===== src/rtl/sap_pkg.sv =====
package sap_pkg;
    localparam int WORD_W = 24;
    localparam int SLOT_W = 7;
    localparam int HCNT_W = 4;

    typedef enum logic [1:0] {
        SPD_SINGLE = 2'b00,
        SPD_DOUBLE = 2'b01,
        SPD_QUAD   = 2'b10,
        SPD_RSVD   = 2'b11
    } speed_e;

    typedef struct packed {
        logic [WORD_W-1:0] left;
        logic [WORD_W-1:0] right;
    } pair_t;

    // Bit-clock half period in core clock cycles
    function automatic logic [HCNT_W-1:0] half_period(speed_e spd, logic pre);
        logic [HCNT_W-1:0] base;
        case (spd)
            SPD_SINGLE: base = HCNT_W'(4);
            SPD_DOUBLE: base = HCNT_W'(2);
            default:    base = HCNT_W'(1);
        endcase
        return pre ? HCNT_W'(base << 1) : base;
    endfunction
endpackage


===== src/rtl/sap_clkgen.sv =====
module sap_clkgen
    import sap_pkg::*;
#(
    parameter int SLOTS = 64,
    localparam int SW = $clog2(SLOTS)
) (
    input  logic   clk,
    input  logic   rst,
    input  logic   en,
    input  speed_e speed,
    input  logic   pre_div,
    output logic   bclk,
    output logic   lrclk,
    output logic   fall_evt,
    output logic   lr_at_fall
);
    logic [HCNT_W-1:0] hcnt;
    logic [HCNT_W-1:0] hlim;
    logic [SW-1:0]     slot;
    logic [SW-1:0]     slot_nx;
    logic              run;
    logic              wrap;

    assign run        = en && (speed != SPD_RSVD);
    assign hlim       = half_period(speed, pre_div);
    assign wrap       = hcnt >= (hlim - HCNT_W'(1));
    assign slot_nx    = slot + SW'(1);
    assign fall_evt   = run && wrap && bclk;
    assign lr_at_fall = slot_nx[SW-1];

    always_ff @(posedge clk) begin
        if (rst || !run) begin
            hcnt  <= '0;
            bclk  <= 1'b0;
            lrclk <= 1'b0;
            slot  <= '0;
        end else if (wrap) begin
            hcnt <= '0;
            bclk <= ~bclk;
            if (bclk) begin
                slot  <= slot_nx;
                lrclk <= lr_at_fall;
            end
        end else begin
            hcnt <= hcnt + HCNT_W'(1);
        end
    end


    lr_on_fall_chk: assert property (@(posedge clk) disable iff (rst || !run)
        !$stable(lrclk) |-> $fell(bclk));

    rsvd_idle_chk: assert property (@(posedge clk) disable iff (rst)
        (en && speed == SPD_RSVD) |=> (!bclk && !lrclk));
endmodule


===== src/rtl/sap_slave_sync.sv =====
module sap_slave_sync #(
    parameter int STAGES = 2
) (
    input  logic clk,
    input  logic rst,
    input  logic bclk_pin,
    input  logic lrclk_pin,
    output logic fall_evt,
    output logic lr_level
);
    logic [STAGES-1:0] b_sh;
    logic [STAGES-1:0] l_sh;
    logic              b_last;

    always_ff @(posedge clk) begin
        if (rst) begin
            b_sh   <= '0;
            l_sh   <= '0;
            b_last <= 1'b0;
        end else begin
            b_sh   <= {b_sh[STAGES-2:0], bclk_pin};
            l_sh   <= {l_sh[STAGES-2:0], lrclk_pin};
            b_last <= b_sh[STAGES-1];
        end
    end

    assign fall_evt = b_last && !b_sh[STAGES-1];
    assign lr_level = l_sh[STAGES-1];
endmodule


===== src/rtl/sap_serializer.sv =====
module sap_serializer
    import sap_pkg::*;
(
    input  logic  clk,
    input  logic  rst,
    input  logic  tick,
    input  logic  lr_level,
    input  logic  i2s,
    input  logic  s_valid,
    input  pair_t s_pair,
    output logic  s_ready,
    output logic  sdata
);
    pair_t             cur;
    pair_t             pend;
    pair_t             use_pair;
    logic              pend_full;
    logic              lr_prev;
    logic [SLOT_W-1:0] idx;
    logic [SLOT_W-1:0] idx_nx;
    logic [SLOT_W-1:0] k;
    logic [WORD_W-1:0] word;
    logic [WORD_W-1:0] shifted;
    logic              edge_seen, left_half, frame_start, take, accept, bit_nx;

    assign s_ready     = !pend_full;
    assign accept      = s_valid && !pend_full;
    assign edge_seen   = tick && (lr_level != lr_prev);
    assign left_half   = i2s ? !lr_level : lr_level;
    assign frame_start = edge_seen && left_half;
    assign take        = frame_start && pend_full;
    assign use_pair    = take ? pend : cur;

    always_comb begin
        if (edge_seen)        idx_nx = '0;
        else if (&idx)        idx_nx = idx;
        else                  idx_nx = idx + SLOT_W'(1);
        k       = idx_nx - SLOT_W'(i2s);
        word    = left_half ? use_pair.left : use_pair.right;
        shifted = word << k;
        bit_nx  = (k < SLOT_W'(WORD_W)) ? shifted[WORD_W-1] : 1'b0;
    end

    always_ff @(posedge clk) begin
        if (rst) begin
            cur       <= '0;
            pend      <= '0;
            pend_full <= 1'b0;
            lr_prev   <= 1'b0;
            idx       <= '1;
            sdata     <= 1'b0;
        end else begin
            if (accept) begin
                pend      <= s_pair;
                pend_full <= 1'b1;
            end else if (take) begin
                pend_full <= 1'b0;
            end
            if (tick) begin
                cur     <= use_pair;
                lr_prev <= lr_level;
                idx     <= idx_nx;
                sdata   <= bit_nx;
            end
        end
    end


    sdata_on_fall_chk: assert property (@(posedge clk) disable iff (rst)
        !$stable(sdata) |-> $past(tick));

    pad_zero_chk: assert property (@(posedge clk) disable iff (rst)
        (tick && idx_nx >= SLOT_W'(WORD_W + 1)) |=> !sdata);

    hold_stable_chk: assert property (@(posedge clk) disable iff (rst)
        (s_valid && !s_ready && !take) |=> ($stable(pend) && !s_ready));
endmodule


===== src/rtl/audio_serial_tx.sv =====
module audio_serial_tx
    import sap_pkg::*;
#(
    parameter int FRAME_SLOTS = 64,
    parameter int SYNC_STAGES = 2
) (
    input  logic              clk,
    input  logic              rst,
    input  logic              master_en,
    input  logic [1:0]        speed_mode,
    input  logic              pre_div,
    input  logic              fmt_i2s,
    input  logic              s_valid,
    output logic              s_ready,
    input  logic [WORD_W-1:0] s_left,
    input  logic [WORD_W-1:0] s_right,
    input  logic              bclk_in,
    input  logic              lrclk_in,
    output logic              bclk_out,
    output logic              lrclk_out,
    output logic              sdata
);
    logic  m_fall, m_lr, s_fall, s_lr;
    logic  tick, lr_level;
    pair_t in_pair;

    assign in_pair = '{left: s_left, right: s_right};

    sap_clkgen #(.SLOTS(FRAME_SLOTS)) u_clkgen (
        .clk        (clk),
        .rst        (rst),
        .en         (master_en),
        .speed      (speed_e'(speed_mode)),
        .pre_div    (pre_div),
        .bclk       (bclk_out),
        .lrclk      (lrclk_out),
        .fall_evt   (m_fall),
        .lr_at_fall (m_lr)
    );

    sap_slave_sync #(.STAGES(SYNC_STAGES)) u_sync (
        .clk       (clk),
        .rst       (rst),
        .bclk_pin  (bclk_in),
        .lrclk_pin (lrclk_in),
        .fall_evt  (s_fall),
        .lr_level  (s_lr)
    );

    assign tick     = master_en ? m_fall : s_fall;
    assign lr_level = master_en ? m_lr   : s_lr;

    sap_serializer u_ser (
        .clk      (clk),
        .rst      (rst),
        .tick     (tick),
        .lr_level (lr_level),
        .i2s      (fmt_i2s),
        .s_valid  (s_valid),
        .s_pair   (in_pair),
        .s_ready  (s_ready),
        .sdata    (sdata)
    );


    slave_quiet_chk: assert property (@(posedge clk) disable iff (rst)
        !master_en |=> (!bclk_out && !lrclk_out));
endmodule


===== config.mk =====
export PLATFORM = sky130hd
export DESIGN_NAME = audio_serial_tx
export DESIGN_NICKNAME = d
export VERILOG_FILES = /design/src/rtl/sap_pkg.sv /design/src/rtl/sap_clkgen.sv /design/src/rtl/sap_slave_sync.sv /design/src/rtl/sap_serializer.sv /design/src/rtl/audio_serial_tx.sv
export SDC_FILE = /design/constraint.sdc
export NUM_CORES = 1
export LEC_CHECK = 0
export ABC_AREA = 1
export BUFFER_PORTS_ARGS = -buffer_cell sky130_fd_sc_hd__buf_2
export CORE_MARGIN = 8
export CORE_UTILIZATION = 30
export CTS_BUF_LIST = sky130_fd_sc_hd__clkbuf_8
export CTS_CLUSTER_SIZE = 24
export DETAILED_ROUTE_END_ITERATION = 8
export GPL_TIMING_DRIVEN = 0
export PLACE_DENSITY_LB_ADDON = 0.3
export SLEW_MARGIN = 20
export SYNTH_ARGS = -nofsm -noshare
export SYNTH_HDL_FRONTEND = slang
export SYNTH_SLANG_ARGS = --single-unit

===== constraint.sdc =====
create_clock -name clk -period 3.05 [get_ports clk]
set_clock_uncertainty 0.1 [all_clocks]
set_input_delay 0.305 -clock clk [delete_from_list [all_inputs] [get_ports clk]]
set_output_delay 0.305 -clock clk [all_outputs]
set_load 0.05 [all_outputs]

[Word-level counts from Yosys, hierarchy flattened]
Index checks and enable logic that the tools add are counted.
Word-level totals
  logic and storage cells: 57
  input port bits: 58
  bits in registers: 123
  output and inout bits: 4
Cells by class
  magnitude comparators: 2
  add/sub/neg operators: 5
  muxes and demuxes: 12
  shifts and indexed selects: 1
  bitwise gates (word level): 1
  eq/ne operators: 3
  reduce and logical (&&, ||, !) cells: 18
Operators with widths (count)
  48-bit two-way mux: 1
  24-bit two-way mux: 1
  24-bit by 7-bit left shift with 24-bit output: 1
  7-bit two-way mux: 2
  1-bit logical AND: 8
  7-bit by 1-bit adder with 7-bit output, second input constant: 1
  7-bit by 5-bit less-than comparator with 1-bit output, second input constant: 1
  7-bit AND reduction: 1
  7-bit by 1-bit subtractor with 7-bit output: 1
  6-bit by 1-bit adder with 6-bit output, second input constant: 1
  1-bit two-way mux: 6
  3-bit one-hot mux with 2 select lines: 1
  4-bit by 1-bit adder with 4-bit output, second input constant: 1
  4-bit >= comparator: 1
  1-bit logical NOT: 4
  4-bit two-way mux: 1
  4-bit by 1-bit subtractor with 4-bit output, second input constant: 1
  2-bit by 1-bit equality test with 1-bit output, second input constant: 1
  2-bit logical NOT: 1
  2-bit inequality test, second input constant: 1
  2-bit AND reduction: 1
  2-bit nonzero test: 1
  2-bit OR reduction: 1
  1-bit logical OR: 1
  other kinds (2): 2

[Longest topological paths before layout]
  depth in word-level cells: 15
  gate-level depth with buffers: 27
  mapped depth without buffers: 26

[By module]
Synthesis repeated with hierarchy kept, for this count alone.
Unflattened totals
  cells, all modules: 760
  area, all modules: 5462.7 um^2
By module, submodules not included
  sap_serializer: times used 1, seq. area each 2122.0 um^2, area each 4620.7 um^2, cells each 646
  sap_clkgen: times used 1, seq. area each 220.2 um^2, area each 670.6 um^2, cells each 90
  sap_slave_sync: times used 1, seq. area each 100.1 um^2, area each 145.1 um^2, cells each 17
  audio_serial_tx: times used 1, seq. area each 0.0 um^2, area each 26.3 um^2, cells each 7

[Worst setup path before layout]
OpenSTA, ideal clock, no wires.
  path kind: input-to-reg
  from: input port speed_mode[1]
  to: register u_ser.sdata
  path buffers: 0
  arrival: 2.723 ns
  setup slack: 0.099 ns
  library setup time: 0.128 ns
  stages on the path: 23
  required time: 2.822 ns
  cell sequence: inv_1 -> or2_2 -> ha_1 -> nand3_1 -> nand3_2 -> nand3_1 -> nand2_2 -> inv_2 -> nor2_8 -> inv_4 -> nand2_1 -> ha_1 -> ha_1 -> and2_1 -> nand2_1 -> xor2_1 -> nand2_1 -> nand2_1 -> nor2_1 -> nand2_1 -> nor2_1 -> nor2_1 -> nor2_1
Between the ends
  cells in the longest elaborated chain, start to end: 15
  elaborated cells on any way between the ends: 21
  those cells by class: add/sub: 2; order compare: 2; eq/ne: 2; shift: 1; mux: 7; reduce/logical: 7
RTL lines
  from (decl): RTL line audio_serial_tx.sv:10  | input logic [1:0] speed_mode,
  2-bit by 1-bit equality test with 1-bit output or 2-bit logical NOT (tied branches): RTL line sap_pkg.sv:21  | case (spd)
  3-bit one-hot mux with 2 select lines: RTL line sap_pkg.sv:21
  4-bit two-way mux: RTL line sap_pkg.sv:26  | return pre ? HCNT_W'(base << 1) : base;
  4-bit by 1-bit subtractor with 4-bit output: RTL line sap_clkgen.sv:26  | assign wrap = hcnt >= (hlim - HCNT_W'(1));
  4-bit >= comparator: RTL line sap_clkgen.sv:26
  1-bit logical AND (*) (2 in a row): RTL line sap_clkgen.sv:28  | assign fall_evt = run && wrap && bclk;
  1-bit two-way mux (*): RTL line audio_serial_tx.sv:50  | assign tick = master_en ? m_fall : s_fall;
  parallel branches: the longest is 7 deep, another holds 7-bit by 1-bit subtractor with 7-bit output
  to (signal assigned): RTL line sap_serializer.sv:63  | sdata <= bit_nx;
  to (decl): RTL line sap_serializer.sv:12  | output logic sdata
Every way passes the cells marked *.
A chain may end at the register's enable or synchronous reset.

[Final worst setup path]
  from: register u_clkgen.hcnt[3]
  to: register u_ser.sdata
Between the ends
  cells in the longest elaborated chain, start to end: 11
  elaborated cells on any way between the ends: 14
  those cells by class: add/sub: 1; order compare: 2; shift: 1; mux: 5; reduce/logical: 5
RTL lines
  from (decl): RTL line sap_clkgen.sv:17  | logic [HCNT_W-1:0] hcnt;
  from (signal assigned): RTL line sap_clkgen.sv:45  | hcnt <= hcnt + HCNT_W'(1);
  4-bit >= comparator (*): RTL line sap_clkgen.sv:26
  1-bit logical AND (*) (2 in a row): RTL line sap_clkgen.sv:28
  1-bit two-way mux (*): RTL line audio_serial_tx.sv:50
  parallel branches: the longest is 7 deep, another holds 7-bit by 1-bit subtractor with 7-bit output
Marked as above.

==> impl_summary.md <==
Cells and area
The share of post-route cells with drive strength above 1 is 16.6%. The post-layout net count is 950. The number of fill cells in the layout is 1,837. Relative to the synthesized area, the layout overhead comes to 27.9%. The repair_antennas step left the layout with diodes totalling 0. The finished layout holds 1,121 standard cells, fillers aside.

Placement
After legalization and detailed placement, the total HPWL measured 11,100 um. The count of buffers added on input and output ports is 61. The final weighted congestion of routability-driven global placement is 0.786. Timing analysis after detailed placement gives a worst setup slack of -598 ps. Once placement completed, the tool counted placed cells totaling 1,039.

Global route
The initial antenna violation count was 0. The total overflow left after global routing is 0. Global routing used 14.0% of the available tracks. The pin count of the biggest net entering global routing is 17. The first global-routing pass estimated 25,200 um of wire. The via count of the first global-routing pass is 5,026.

STA
The shortest period the worst path allows is 2830 ps. The headroom to the max-slew limit is 52.3%. The achievable clock frequency is 0.353 GHz. Setup slack on the critical path of the routed design comes to 220 ps. For the pin with the worst max-slew slack, the measured transition is 716 ps.

The final-report max-slew violation count was 0. The share of the cycle needed by the critical path after routing is 92.8%. Setup violations remaining at the end of the flow were counted as 0. The final hold violation count is 0.

For the final routed database, the setup TNS stands at 0 ps.

Job
Max-cap violations in this run came to 0.

Setup path
The worst register-to-register path has a depth of 23. The worst setup path is of the flop to flop kind. The critical path contains buffers and inverters numbering 5 combined. In this run the worst path has a maximum fanout of 10. The required time of the worst setup path is 3270 ps. Walking the worst path, the cells encountered are ha_1 -> nand2_1 -> inv_2 -> nand3_1 -> nand3_2 -> nand3_2 -> nand2_2 -> clkinv_4 -> nor2_8 -> buf_6 -> nand2_4 -> buf_6 -> buf_6 -> nand2_1 -> nand3_1 -> nand3_1 -> nand3_1 -> nand3_1 -> nand3_1 -> nand2_1 -> nor2_2 -> nor2_1 -> nor2_1. The setup check on the worst reg-to-reg path leaves a slack of 220 ps. The cell repeated most along the worst path is sky130_fd_sc_hd__nand3_1. The largest single stage delay on the critical path is 320 ps. Data on the critical path arrives at its endpoint at 3050 ps. The endpoint of the worst-slack reg-to-reg timing path is u_ser.sdata. In this run the worst setup path terminates at u_ser.sdata. The worst reg2reg path startpoint is u_clkgen.hcnt[3].

Counting buffers and inverters, the worst setup path is 23 cells deep. The startpoint kind of the worst setup timing path is a flop. The slowest stage of the critical path is the sky130_fd_sc_hd__dfxtp_1 cell. The kind of cell with the highest combined delay on the critical path is simple AND/OR/NAND/NOR gates. The element type at the critical path end is a flop. The origin of the worst setup path is u_clkgen.hcnt[3].

Route
Using the TritonRoute via totals, the vias-per-cell ratio works out to 4.63. The routed layout has 5,186 vias. The final wirelength is 15,400 um.

The detail route stage leaves a number of antenna-violating nets equal to 0. Dividing the detail-routed wire length by the instance count gives 13.7 um. The number of iterations in the first detailed-routing pass is 5. The number of violations reported at the end of detailed-routing iteration 0 is 218. The post-route DRC violation count is 0.

Die
The initial cell density of the core is 30.6%. The chip width is 151 um. The overall die height is 151 um. The area of the die is 0.0229 sq mm. The placeable core region is 0.0180 sq mm.

In this run the count of I/O pins placed on the die edge is 62. In this run the core area contains 49 standard-cell rows.

Synth
The number of distinct library cell variants in the gate-level netlist after synthesis is 37. After synthesis, the cell types taking the most area are sky130_fd_sc_hd__dfxtp_1, sky130_fd_sc_hd__nand3_1, sky130_fd_sc_hd__nor2_1. The number of flip-flops and latches in the synthesized netlist is 122. sky130_fd_sc_hd__nor2_1 is the most common cell in the netlist. The number of enable-type register cells in the synthesized netlist is 0. In this run the cell area of the synthesized design comes to 0.00550 sq mm.

For this run, asynchronously set or reset flops after synthesis account for 0%. After synthesis, flip-flops and latches occupy 44.4% of the total area. The largest area contributor in the synthesized netlist is sky130_fd_sc_hd__dfxtp_1. The average cell area after synthesis is 7.34 sq um. The commonest cells after synthesis are sky130_fd_sc_hd__nor2_1, sky130_fd_sc_hd__nand3_1, sky130_fd_sc_hd__dfxtp_1, sky130_fd_sc_hd__nand2_1, sky130_fd_sc_hd__o21ai_0. Summed over its instances, the top area cell type makes up 44.4% of the synthesized netlist area.

The number of nets in the synthesized netlist is 816. Yosys printed 0 warnings. The most common flop cell mapped by yosys is sky130_fd_sc_hd__dfxtp_1. Synthesis produced a netlist whose cell count is 749.

CTS
The master cell of the clock root buffer is sky130_fd_sc_hd__clkbuf_8. After clock tree synthesis, the clock-pin slew on the worst setup and hold paths is 70 ps. The CTS tree is built. The sink count of the clock tree is 122.

In this run the deepest clock path goes through 2 buffers. The clock latency reported for the late side of the worst-skew pair is 440 ps. The clock tree synthesis step divided the H-tree into 4 levels. The clock buffer count from CTS is 17.

Power and ir drop
The leakage power of the design is 3.11 nW. The worst IR drop on VDD is 272 uV. The post-layout total power is 0.00349 W.

The power density of the placed cells is 497 mW/mm^2.

Hold path
The path class of the tightest hold or removal check is primary input to flop.

Outcome
The run finished with clean final reports.
## registers in the layout, indices dropped and copies added (netlist names)
name and cells:
u_sync.l_sh 2, u_clkgen.slot 6, u_clkgen.hcnt 4, u_sync.b_last 1, u_ser.lr_prev 1, u_clkgen.bclk 1
u_ser.idx 7, u_ser.sdata 1, u_ser.pend_full 1, u_sync.b_sh 2, u_ser.pend 48, u_ser.cur 48
## placed cells by master (no fill, tap or decap), types with 2 or more instances in the layout
cell                            instances
sky130_fd_sc_hd__clkbuf_8              22
sky130_fd_sc_hd__clkbuf_1              22
sky130_fd_sc_hd__ha_1                   7
sky130_fd_sc_hd__nor2_8                 2
sky130_fd_sc_hd__or2_2                  2
sky130_fd_sc_hd__buf_6                 10
sky130_fd_sc_hd__nor2_1               130
sky130_fd_sc_hd__nand4_1                2
sky130_fd_sc_hd__ha_4                   2
sky130_fd_sc_hd__nand3_2               14
sky130_fd_sc_hd__dfxtp_1              121
sky130_fd_sc_hd__buf_4                  3
sky130_fd_sc_hd__nand2_1              106
sky130_fd_sc_hd__a21oi_1               46
sky130_fd_sc_hd__nand3_1              122
sky130_fd_sc_hd__dlygate4sd3_1         50
sky130_fd_sc_hd__xnor2_1                2
sky130_fd_sc_hd__nand2_2                4
sky130_fd_sc_hd__buf_2                 67
sky130_fd_sc_hd__inv_2                  4
sky130_fd_sc_hd__o21ai_0               56
sky130_fd_sc_hd__nand2_4                2
sky130_fd_sc_hd__buf_1                  4
sky130_fd_sc_hd__inv_1                 46
sky130_fd_sc_hd__o211ai_1               7
sky130_fd_sc_hd__xor2_1                 5
sky130_fd_sc_hd__clkinv_2               3
sky130_fd_sc_hd__o21ai_1               10
## routing by layer
layer  global-route usage (%)  vias to the layer above  share of wire (%)
met5                        0                        -                  0
met4                     5.10                        0                1.5
met3                     3.23                       18                3.6
met2                     22.0                       89                 45
met1                     18.5                     2342                 50
li1                         -                     2737                  -
## how the worst min path moves through the flow
stage / start / end / slack [ps] / cells after the start
after floorplan: u_sync.b_sh[0] / u_sync.b_sh[1] / 290 / 2
after global placement: u_sync.l_sh[0] / u_sync.l_sh[1] / 300 / 2
after detailed placement: u_sync.b_sh[0] / u_sync.b_sh[1] / 300 / 2
after CTS: master_en / u_ser.lr_prev / 110 / 3
after global routing: master_en / u_ser.lr_prev / 120 / 3
final: master_en / u_ser.lr_prev / 130 / 3
## timing repair
action | CTS | global route
endpoints found under the hold margin | 50 | 0
pin swaps | 1 | 5
endpoints found under the setup margin | 1 | 1
hold buffers | 50 | 0
buffers inserted | 1 | 3
resized for setup | 10 | 14
## tightest hold or removal path, stage by stage
cell                      delay, ps
sky130_fd_sc_hd__buf_2          130
sky130_fd_sc_hd__nand3_2        100
sky130_fd_sc_hd__a31oi_1         90
## where the power goes
part           total, W  switching [W]  leakage, nW  internal (W)
clock           0.00124       0.000605        0.186      0.000638
combinational  0.000554       0.000327         1.93      0.000227
sequential      0.00170      0.0000404        0.996       0.00166
total           0.00349       0.000972         3.11       0.00252
## cell families after synthesis
logic type | after synthesis | synth area share (%)
compound gates | 125 | 12.0
xor+xnor | 8 | 1.27
fa+ha+maj | 9 | 2.05
buf+inv | 94 | 7.83
flops | 122 | 44.4
mux | 1 | 0.182
other cells | 1 | 0.0682
simple gates | 389 | 32.2
## cell type report
class,count,area (sq um),area share (%)
multi-input cells,533,2680,38.1
inverters,51,205,2.92
clock inverters,6,26.3,0.374
flip-flops and latches,122,2440,34.7
plain buffers,43,251,3.58
clock buffers,22,303,4.31
repair buffers,115,840,11.9
well taps,229,287,4.07
## through the flow
stage          cell area, sq um  utilization (%)  hold slack, ps
2_1_floorplan              5500                -             288
3_3_place_gp               6090             33.9             301
3_5_place_dp               6090             33.9             304
4_1_cts                    6970             38.8             114
5_1_grt                    7030             39.2             119
6_report                   7030             39.2             131
Power figures use the tool's default switching activity.
